===== config.mk =====
export PLATFORM = sky130hd
export DESIGN_NAME = spi_status_unit
export DESIGN_NICKNAME = d
export VERILOG_FILES = /design/src/rtl/spi_stat_pkg.sv /design/src/rtl/stat_cmd_decode.sv /design/src/rtl/stat_err_gate.sv /design/src/rtl/stat_sticky_bit.sv /design/src/rtl/spi_status_unit.sv
export SDC_FILE = /design/constraint.sdc
export NUM_CORES = 1
export LEC_CHECK = 0
export BUFFER_PORTS_ARGS = -buffer_cell sky130_fd_sc_hd__buf_2
export CORE_ASPECT_RATIO = 0.9
export CORE_MARGIN = 2
export CORE_UTILIZATION = 35
export DETAILED_ROUTE_END_ITERATION = 6
export MAX_ROUTING_LAYER = met4
export PLACE_DENSITY_LB_ADDON = 0.25
export SYNTH_ARGS = -nofsm -noshare
export SYNTH_HDL_FRONTEND = slang
export SYNTH_HIERARCHICAL = 1
export SYNTH_SLANG_ARGS = --single-unit

===== constraint.sdc =====
create_clock -name clk -period 1.4 [get_ports clk]
set_input_delay 0.14 -clock clk [delete_from_list [all_inputs] [get_ports clk]]
set_output_delay 0.14 -clock clk [all_outputs]
set_load 0.01 [all_outputs]

===== src/rtl/spi_stat_pkg.sv =====
package spi_stat_pkg;

    localparam int CMD_W     = 16;
    localparam int STAT_W    = 16;
    localparam int NUM_ERR   = 6;
    localparam int NUM_GATED = NUM_ERR - 1;

    // Status word positions of the non-error bits.
    localparam int POS_EN    = 0;
    localparam int POS_MS    = 1;
    localparam int POS_BUSY  = 13;
    localparam int POS_ERR0  = 7;

    // Command word positions of the mode bits.
    localparam int CMD_EN_CLR = 0;
    localparam int CMD_EN_SET = 1;
    localparam int CMD_MS_CLR = 2;
    localparam int CMD_MS_SET = 3;

    // Error flag index; index 0 is never gated by a detection enable.
    typedef enum logic [2:0] {
        ERR_MODE  = 3'd0,
        ERR_TXOVF = 3'd1,
        ERR_RXOVF = 3'd2,
        ERR_ABORT = 3'd3,
        ERR_TXUND = 3'd4,
        ERR_RXUND = 3'd5
    } err_idx_e;

    typedef struct packed {
        logic [NUM_ERR-1:0] err_set;
        logic [NUM_ERR-1:0] err_clr;
        logic               en_set;
        logic               en_clr;
        logic               ms_set;
        logic               ms_clr;
    } cmd_fields_t;

    function automatic int err_stat_pos(input int idx);
        return POS_ERR0 + idx;
    endfunction

    function automatic int err_clr_pos(input int idx);
        case (idx)
            ERR_MODE:  return 6;
            ERR_TXOVF: return 8;
            ERR_RXOVF: return 9;
            ERR_ABORT: return 10;
            ERR_TXUND: return 11;
            default:   return 4;
        endcase
    endfunction

    function automatic int err_set_pos(input int idx);
        case (idx)
            ERR_MODE:  return 7;
            ERR_TXOVF: return 12;
            ERR_RXOVF: return 13;
            ERR_ABORT: return 14;
            ERR_TXUND: return 15;
            default:   return 5;
        endcase
    endfunction

endpackage


===== src/rtl/stat_cmd_decode.sv =====
module stat_cmd_decode
    import spi_stat_pkg::*;
(
    input  logic             cmd_we,
    input  logic [CMD_W-1:0] cmd_word,
    output cmd_fields_t      fields
);
    always_comb begin
        fields        = '0;
        fields.en_clr = cmd_we & cmd_word[CMD_EN_CLR];
        fields.en_set = cmd_we & cmd_word[CMD_EN_SET];
        fields.ms_clr = cmd_we & cmd_word[CMD_MS_CLR];
        fields.ms_set = cmd_we & cmd_word[CMD_MS_SET];
        for (int i = 0; i < NUM_ERR; i++) begin
            fields.err_clr[i] = cmd_we & cmd_word[err_clr_pos(i)];
            fields.err_set[i] = cmd_we & cmd_word[err_set_pos(i)];
        end
    end
endmodule


===== src/rtl/stat_err_gate.sv =====
module stat_err_gate
    import spi_stat_pkg::*;
(
    input  logic [NUM_ERR-1:0]   err_event,
    input  logic [NUM_GATED-1:0] det_en,
    output logic [NUM_ERR-1:0]   err_hit
);
    // The mode fault has no detection enable; every other event has one.
    assign err_hit[ERR_MODE] = err_event[ERR_MODE];

    for (genvar g = 1; g < NUM_ERR; g++) begin : g_gate
        assign err_hit[g] = err_event[g] & det_en[g-1];
    end
endmodule


===== src/rtl/stat_sticky_bit.sv =====
module stat_sticky_bit (
    input  logic clk,
    input  logic rst,
    input  logic hw_raise,
    input  logic sw_clr,
    input  logic sw_set,
    output logic q
);
    // Priority: hardware raise, then software clear, then software set.
    always_ff @(posedge clk) begin
        if (rst)           q <= 1'b0;
        else if (hw_raise) q <= 1'b1;
        else if (sw_clr)   q <= 1'b0;
        else if (sw_set)   q <= 1'b1;
    end
endmodule


===== src/rtl/spi_status_unit.sv =====
module spi_status_unit
    import spi_stat_pkg::*;
(
    input  logic                 clk,
    input  logic                 rst,
    input  logic                 cmd_we,
    input  logic [CMD_W-1:0]     cmd_word,
    input  logic [NUM_ERR-1:0]   err_event,
    input  logic [NUM_GATED-1:0] det_en,
    input  logic                 busy_in,
    input  logic                 irq_err_en,
    output logic [STAT_W-1:0]    status_word,
    output logic                 enable_o,
    output logic                 master_o,
    output logic                 err_irq
);
    cmd_fields_t        cmd_f;
    logic [NUM_ERR-1:0] err_hit;
    logic [NUM_ERR-1:0] err_flag;

    stat_cmd_decode i_decode (
        .cmd_we   (cmd_we),
        .cmd_word (cmd_word),
        .fields   (cmd_f)
    );

    stat_err_gate i_gate (
        .err_event (err_event),
        .det_en    (det_en),
        .err_hit   (err_hit)
    );

    stat_sticky_bit i_en_bit (
        .clk      (clk),
        .rst      (rst),
        .hw_raise (1'b0),
        .sw_clr   (cmd_f.en_clr),
        .sw_set   (cmd_f.en_set),
        .q        (enable_o)
    );

    stat_sticky_bit i_ms_bit (
        .clk      (clk),
        .rst      (rst),
        .hw_raise (1'b0),
        .sw_clr   (cmd_f.ms_clr),
        .sw_set   (cmd_f.ms_set),
        .q        (master_o)
    );

    for (genvar g = 0; g < NUM_ERR; g++) begin : g_flag
        stat_sticky_bit i_flag (
            .clk      (clk),
            .rst      (rst),
            .hw_raise (err_hit[g]),
            .sw_clr   (cmd_f.err_clr[g]),
            .sw_set   (cmd_f.err_set[g]),
            .q        (err_flag[g])
        );
    end

    always_comb begin
        status_word           = '0;
        status_word[POS_EN]   = enable_o;
        status_word[POS_MS]   = master_o;
        status_word[POS_BUSY] = busy_in;
        for (int i = 0; i < NUM_ERR; i++) begin
            status_word[err_stat_pos(i)] = err_flag[i];
        end
    end

    assign err_irq = irq_err_en & (|err_flag);
endmodule


==> metrics <==
outcome finished with violations; failing checks negative setup slack; Remaining DRCs 0; maximum vdd drop 0.4087 mV; CP arrival 1.45 ns; switch share 0.2628; Core Box Area 1464 µm²; Final Max Slew Viols 0; Synth cell types 11; first-pass GRT wire length 1.656 mm; Fin Setup TNS -0.1923 ns; die height 41.63 µm; final hold slack 0.1275 ns; Worst Hold Path EP g_flag[0].i_flag/q; Worst Reg-to-Reg Cells 3; maxcap violations 0; initial detailed-routing violation count 2; worst reg2reg endpoint g_flag[1].i_flag/q; combinational share of power 0.266; area of the die 1907 µm²; Hold Crit Start err_event[0]; fin crit share 1.137; HP Class in2reg; FMAX 628.0 MHz; drt first pass iters 2; Worst Path Max Fanout 3; sw power 0.0001549 W; overall power 0.0005893 W; CP Capture Type output port; count leader, synth and2_2; Yosys Warn Count 6; largest net degree at the start of global routing 17; Starting Density 0.3761; Skew-Pair Late Insertion Delay 0.25 ns; CTS H-tree lvls 1; cell taking the most area after synthesis dfxtp_1; Die Wd 45.81 µm; Final setup viols 1; Num CTS Buffers 3; Post-synth EDFFs 0; mapped cell area 550.5 µm²; final antenna diode count 0; Setup WS post-layout -0.1923 ns; vias 517; register bit total from synthesis 8; R2R Setup Slk 0.66 ns; grt total ovfl 0; final wirelength 1.135 mm; antenna violations before repair 0; GRT Total Usage 0.1266; CP Class reg2out; clock transition time at the flip-flop clock pins of the worst setup and hold paths 0.05 ns; Sink Count 8; routed vias/inst 4.169; clock tree buffer depth 2; WHS Path Cells 3; nets 143; CTS tree built; proportion of power drawn by flip-flops and latches 0.440; Primary FF master, synth dfxtp_1; Yosys top cell area share 0.2909; # IOs 51; internal cell power 0.0004345 W; mean area per synthesized cell 8.096 µm²; vias in the first global route 418; Syn Inst Count 68; post-route ant nets 0; Placer Congestion 0.6491; cts-stage hold buffer count 0; Inst Count DP 120; Clock power frac 0.295; post-route insts no fill 124; # fillers 161; Wirelength per Cell 9.153 µm; ys async rst share 0; Static Leak 0.4093 nW; layout cells sized above 1 0.5413; synth cell count leaders 12 x and2_2, 11 x buf_4, 9 x and2_1; reg2reg start g_flag[1].i_flag/q; FP Rows 13; I/O Buffers 41; post-DP HPWL 871.1 µm; final hold violation count 0; Worst EP required 1.26 ns; clock root buffer clkbuf_4; synth top area cells dfxtp_1 29%, and2_2 16%, buf_4 15%; Synth-to-Final Area Change 35.45%; Tmin final 1.592 ns; RSZ-0062 raised after global routing true; Seq/Total Area, Yosys 0.2909; Setup crit start kind register; pwr dens 790.3 nW/µm²; Final Skew 0 ns
[worst max-delay path by stage]
stage,depth (start not counted),from,slack (ns),endpoint
floorplan,2,g_flag[1].i_flag/q,0.15,err_irq
global placement,3,g_flag[1].i_flag/q,0.06,err_irq
detailed placement,3,g_flag[1].i_flag/q,0.06,err_irq
CTS,3,g_flag[1].i_flag/q,-0.23,err_irq
global route,3,g_flag[1].i_flag/q,-0.25,err_irq
finish,3,g_flag[0].i_flag/q,-0.19,err_irq
[layout by cell type, fill, tap and decap left out]
master,Yosys,routed
a21oi_1,8,8
and2_1,9,9
and2_2,12,12
buf_2,0,41
buf_4,11,1
clkbuf_4,0,3
conb_1,1,9
dfxtp_1,8,7
dfxtp_2,0,1
inv_1,8,8
o21bai_1,8,8
o31a_1,1,1
or4_4,0,1
[routing by layer]
metal / GRT usage / wire length (µm) / up-vias
li1: - / - / 277
met1: 0.1538 / 522 / 202
met2: 0.1690 / 436 / 36
met3: 0.07391 / 159 / 2
met4: 0.05143 / 17 / 0
met5: - / 0 / -
[registers in the layout, indices dropped and copies added, names as in the netlist]
register and cells:
g_flag.i_flag/q 6, i_en_bit/q 1, i_ms_bit/q 1
[worst max-delay path, cell delays in order, from the launching register on]
cell and delay, ns:
dfxtp_1 0.32, or4_4 0.50, o31a_1 0.24, buf_2 0.13
[power groups by stage]
stage | clock network [W] | logic, W | registers (W)
CTS | 0.000187 | 0.000152 | 0.000259
global route | 0.000197 | 0.000175 | 0.000262
finish | 0.000174 | 0.000157 | 0.000259
global placement | 0 | 0.000150 | 0.000262
floorplan | 0 | 0.0000975 | 0.000272
detailed placement | 0 | 0.000151 | 0.000263
[repair_timing]
item,4_1_cts,5_1_grt
pin swaps,0,0
endpoints found under the setup margin,1,1
buffers inserted,0,1
resized for setup,0,2
cloned,0,0
[through the flow]
| step | worst slack (ns) | cell area (µm²) | utilization |
|---|---|---|---|
| final | -0.1923 | 745.7 | 0.5094 |
| after global routing | -0.2459 | 745.7 | 0.5094 |
| after CTS | -0.2284 | 733.2 | 0.5009 |
| after detailed placement | 0.05936 | 710.7 | 0.4855 |
| after global placement | 0.06170 | 710.7 | 0.4855 |
| after floorplan | 0.1489 | 580.6 | - |
[logic make-up after synthesis]
kind of cell           Yosys count  synth area share
buffers and inverters           20            0.2250
AO/OA/AOI/OAI                   17            0.1977
flip-flops                       8            0.2909
other                            1          0.006812
AND/OR/NAND/NOR                 22            0.2795
[final cells by class]
class / count / area [µm²] / area share
clock buffer: 3 / 22.52 / 0.03020
inverter: 8 / 30.03 / 0.04027
multi-input combinational: 48 / 300.3 / 0.4027
sequential: 8 / 161.4 / 0.2164
tap: 15 / 18.77 / 0.02517
timing repair buffer: 42 / 212.7 / 0.2852
No activity file was read; power rests on OpenSTA's default activity.
